`src/rtl/uart_rx_irq.sv`:
```
module uart_rx_irq #(
  parameter int DEPTH    = 16,
  parameter int OVS      = 16,
  parameter int TO_CHARS = 4
) (
  input  logic                       clk,
  input  logic                       rst_n,
  input  logic                       fifo_clr,
  input  logic                       fifo_en,
  input  logic                       rx_ie,
  input  logic                       ls_ie,
  input  logic                       wr_stb,
  input  logic                       rd_stb,
  input  logic [$clog2(DEPTH+1)-1:0] count,
  input  logic [$clog2(DEPTH+1)-1:0] trig_lvl,
  input  logic                       ls_err,
  input  logic                       baud_en,
  input  logic [1:0]                 data_bits,
  input  logic                       parity_en,
  input  logic                       two_stop,
  output logic                       data_ready,
  output logic                       rda_irq,
  output logic                       timeout_irq,
  output logic                       ls_irq,
  output logic [3:0]                 irq_code
);
  localparam int MAXBITS = 12;
  localparam int TW = $clog2(TO_CHARS * OVS * MAXBITS + 1);

  logic [3:0]    char_bits;
  logic [TW-1:0] limit;
  logic [TW-1:0] tmr;
  logic          to_q;
  logic          dr_q;
  logic          has_data;
  logic          rx_on;

  assign char_bits = 4'd7 + {2'b00, data_bits} + {3'b000, parity_en} + {3'b000, two_stop};
  assign limit     = TW'(char_bits) * TW'(TO_CHARS * OVS);
  assign has_data  = count != '0;
  assign rx_on     = fifo_en && rx_ie;

  always_ff @(posedge clk) begin
    if (!rst_n || fifo_clr) begin
      tmr  <= '0;
      to_q <= 1'b0;
    end else if (rd_stb) begin
      tmr  <= '0;
      to_q <= 1'b0;
    end else if (wr_stb) begin
      tmr  <= '0;
    end else if (!has_data) begin
      tmr  <= '0;
      to_q <= 1'b0;
    end else if (!to_q && baud_en) begin
      if (tmr == limit - 1'b1) begin
        tmr  <= '0;
        to_q <= 1'b1;
      end else begin
        tmr  <= tmr + 1'b1;
      end
    end
  end

  always_ff @(posedge clk) begin
    if (!rst_n || fifo_clr)  dr_q <= 1'b0;
    else if (wr_stb)         dr_q <= 1'b1;
    else if (!has_data)      dr_q <= 1'b0;
  end

  assign data_ready  = dr_q;
  assign rda_irq     = rx_on && has_data && (count >= trig_lvl);
  assign timeout_irq = rx_on && to_q;
  assign ls_irq      = fifo_en && ls_ie && ls_err;

  always_comb begin
    if (ls_irq)           irq_code = 4'h6;
    else if (timeout_irq) irq_code = 4'hC;
    else if (rda_irq)     irq_code = 4'h4;
    else                  irq_code = 4'h1;
  end
endmodule


```
`config.mk`:
```
export PLATFORM = sky130hd
export DESIGN_NAME = uart_rx_irq
export DESIGN_NICKNAME = d
export VERILOG_FILES = /design/src/rtl/uart_rx_irq.sv
export SDC_FILE = /design/constraint.sdc
export NUM_CORES = 1
export LEC_CHECK = 0
export CAP_MARGIN = 20
export CORE_MARGIN = 1
export CORE_UTILIZATION = 45
export DETAILED_ROUTE_END_ITERATION = 16
export DONT_BUFFER_PORTS = 1
export GPL_TIMING_DRIVEN = 0
export SETUP_SLACK_MARGIN = 0.5
export SYNTH_ARGS = -nofsm -noshare
export SYNTH_HDL_FRONTEND = slang
export SYNTH_SLANG_ARGS = --single-unit
```
`constraint.sdc`:
```
create_clock -name clk -period 2.9 [get_ports clk]
set_clock_uncertainty 0.05 [all_clocks]
set_input_delay 0.145 -clock clk [delete_from_list [all_inputs] [get_ports clk]]
set_output_delay 0.145 -clock clk [all_outputs]
set_load 0.05 [all_outputs]
```
==> metrics.txt <==
post-synthesis average cell area 8.24 µm²; kind of critical path in2reg; maximum number of pins on one net before global-route repair 10; Synth area leader dfxtp_1; crit-path leading delay family adder cells; sequential fraction of the synthesis area 26.7%; Netlist cell types 27; status completed; number of global-route vias before repair 635; r2r worst-path depth 6; maximum capacitance violations 0; clock-pin slew on the worst setup and hold paths 0.08 ns; Ports 32; highest clock rate 485 MHz; DIE AREA 2180 µm²; H-tree levels 1; CTS root buffer clkbuf_4; HP Class in2reg; CP startpoint kind input port; share of layout cells above drive strength 1 7.76%; post-detail-place hpwl 1200 µm; setup_tns 0 ns; vias after detailed routing 703; Crit path required time 3.02 ns; WL per Instance 10.5 µm; RR Startpoint to_q$_SDFFE_PP0P_; Final Cycle Share 71.1%; Syn Nets 144; final antenna-violating net count 0; Worst Min Path Start wr_stb; # nets final 152; Psw 0.108 mW; Synth Instances 109; Synth top cells by count inv_1 (19), nor2_1 (13), dfxtp_1 (12), xnor2_1 (12), ha_1 (10); crit path DAT 2.18 ns; RSZ-0062 raised after global routing no; global route overflow 0; Starting DRT DRC Count 9; core area 1800 µm²; count of final max-slew check failures 0; Routed WL 1480 µm; cts bufs inserted 3; CP max-delay cell fa_1; most frequent cell after synthesis inv_1; switch share 28.0%; CTS tree built; fraction of synthesized cell area taken by the top area cell type 26.7%; Pleak 0.440 nW; PortBufs 0; Hold EP tmr[1]$_SDFFE_PP0P_; gp weighted congestion 0.732; Die H 46.7 µm; first-pass GRT wire length 2330 µm; worst path buffer plus inverter count 4; die width 46.7 µm; Hold Vio Cnt, Final 0; r2r setup slk 1.32 ns; Antenna diodes 0; Post-synth EDFFs 0; Slew @ Worst Pin 1.03 ns; Max VDD drop 203 µV; Netlist Area Pre-Place 898 µm²; initial antenna violation count 0; Pre-Repair DR Iteration Count 4; slew margin rel. 31.8%; maximum fanout along the worst path 9; hold path depth 3; Sink Count 12; utilization after layout 55.3%; DRC errors left 0; Gate power share 22.0%; sequential power share 43.5%; P&R area growth vs syn 10.9%; Row Count 15; Synth Register Bits 12; vias per cell 4.99; ys async rst share 0%; Pwr per Cell Area 389 nW/µm²; largest cells by area after synthesis dfxtp_1 (27%), ha_1 (14%), xnor2_1 (12%); max incr delay on CP 0.46 ns; All-Layer GR Usage 15.3%; Tmin final 2.06 ns; internal power 0.279 mW; main flop type after synthesis dfxtp_1; R2R Path End tmr[4]$_SDFFE_PP0P_; Clock power frac 34.5%; CTS Buffer Depth 2; cells along the critical path inv_1 -> ha_1 -> inv_1 -> ha_1 -> inv_1 -> fa_1 -> ha_1 -> xnor2_1 -> and4bb_1 -> a31o_1 -> buf_6 -> nor2_1; yosys warns 0; worst skew pair latency 0.27 ns; Setup crit end kind flip-flop; # setup viols final 0; Starting Density 49.9%
==> registers in the layout (all words and copies together) (netlist names) <==
register	cells
data_ready	1
to_q	1
tmr	10
==> power groups by stage <==
stage	Sequential, mW	Combinational [mW]	Clock, mW
floorplan	0.172	0.0731	0
global placement	0.172	0.0807	0
detailed placement	0.172	0.0818	0
CTS	0.168	0.0861	0.137
global route	0.169	0.0961	0.145
finish	0.168	0.0852	0.134
==> layout by cell type (no fill, tap or decap), types with 2 or more instances in the layout <==
master          n
a21oi_1         3
and3_1          2
clkbuf_4        3
dfxtp_1        12
dlygate4sd3_1   3
ha_1           10
inv_1          19
nand2_1         5
nand2b_1        2
nand2b_4        2
nand3_1         6
nand4_1         3
nor2_1         13
nor3_1          3
xnor2_1        12
xor2_1          4
==> metal layers <==
layer	wire (µm)	share of wire, %	up-vias	GRT usage [%]
li1	-	-	366	-
met1	684	46	315	16.4
met2	705	48	22	26.9
met3	87	5.9	0	7.06
met4	0	0	0	3.43
met5	0	0	-	0
==> tightest hold or removal path, cell delays in order <==
cell      delay [ns]
inv_1           0.05
nand2b_4        0.08
nor2_1          0.04
==> through the flow <==
stage	cells	hold slack (ns)	total power, mW	worst slack, ns	area (µm²)
global placement	134	0.217	0.253	0.560	930
floorplan	109	0.212	0.245	0.664	898
detailed placement	134	0.233	0.254	0.556	930
CTS	141	0.0263	0.392	0.839	996
global route	141	0.0293	0.410	0.763	996
finish	141	0.0279	0.387	0.839	996
==> area by class of cell <==
type,count,area (µm²)
sequential,12,240
multi-input combinational,76,568
timing repair buffer,3,30.0
fill,178,806
inverter,19,71.3
clock buffer,4,36.3
tap,25,31.3
buffer,2,18.8
==> how the worst max path moves through the flow <==
stage / slack, ns / to / cells after the start / from
after CTS: 0.84 / tmr[4]$_SDFFE_PP0P_ / 12 / data_bits[0]
after global routing: 0.76 / tmr[4]$_SDFFE_PP0P_ / 12 / data_bits[0]
final: 0.84 / tmr[4]$_SDFFE_PP0P_ / 12 / data_bits[0]
after detailed placement: 0.56 / tmr[4]$_SDFFE_PP0P_ / 12 / data_bits[0]
after global placement: 0.56 / tmr[4]$_SDFFE_PP0P_ / 12 / data_bits[0]
after floorplan: 0.66 / tmr[8]$_SDFFE_PP0P_ / 12 / data_bits[0]
==> repair_timing <==
item / 4_1_cts / 5_1_grt
hold buffers: 3 / 0
hold endpoints to repair: 1 / 0
buffers inserted: 0 / 0
gates resized for setup: 0 / 0
==> logic make-up after synthesis <==
family | after synthesis | synth area share [%]
and+or+nand+nor | 39 | 23.7
buffers and inverters | 21 | 10.0
xor gates and xnor gates | 16 | 15.6
DFF | 12 | 26.7
adders and majority gates | 11 | 16.2
AOI/OAI and AO/OA | 9 | 6.69
muxes | 1 | 1.11
No activity file was read; power rests on OpenSTA's default activity.
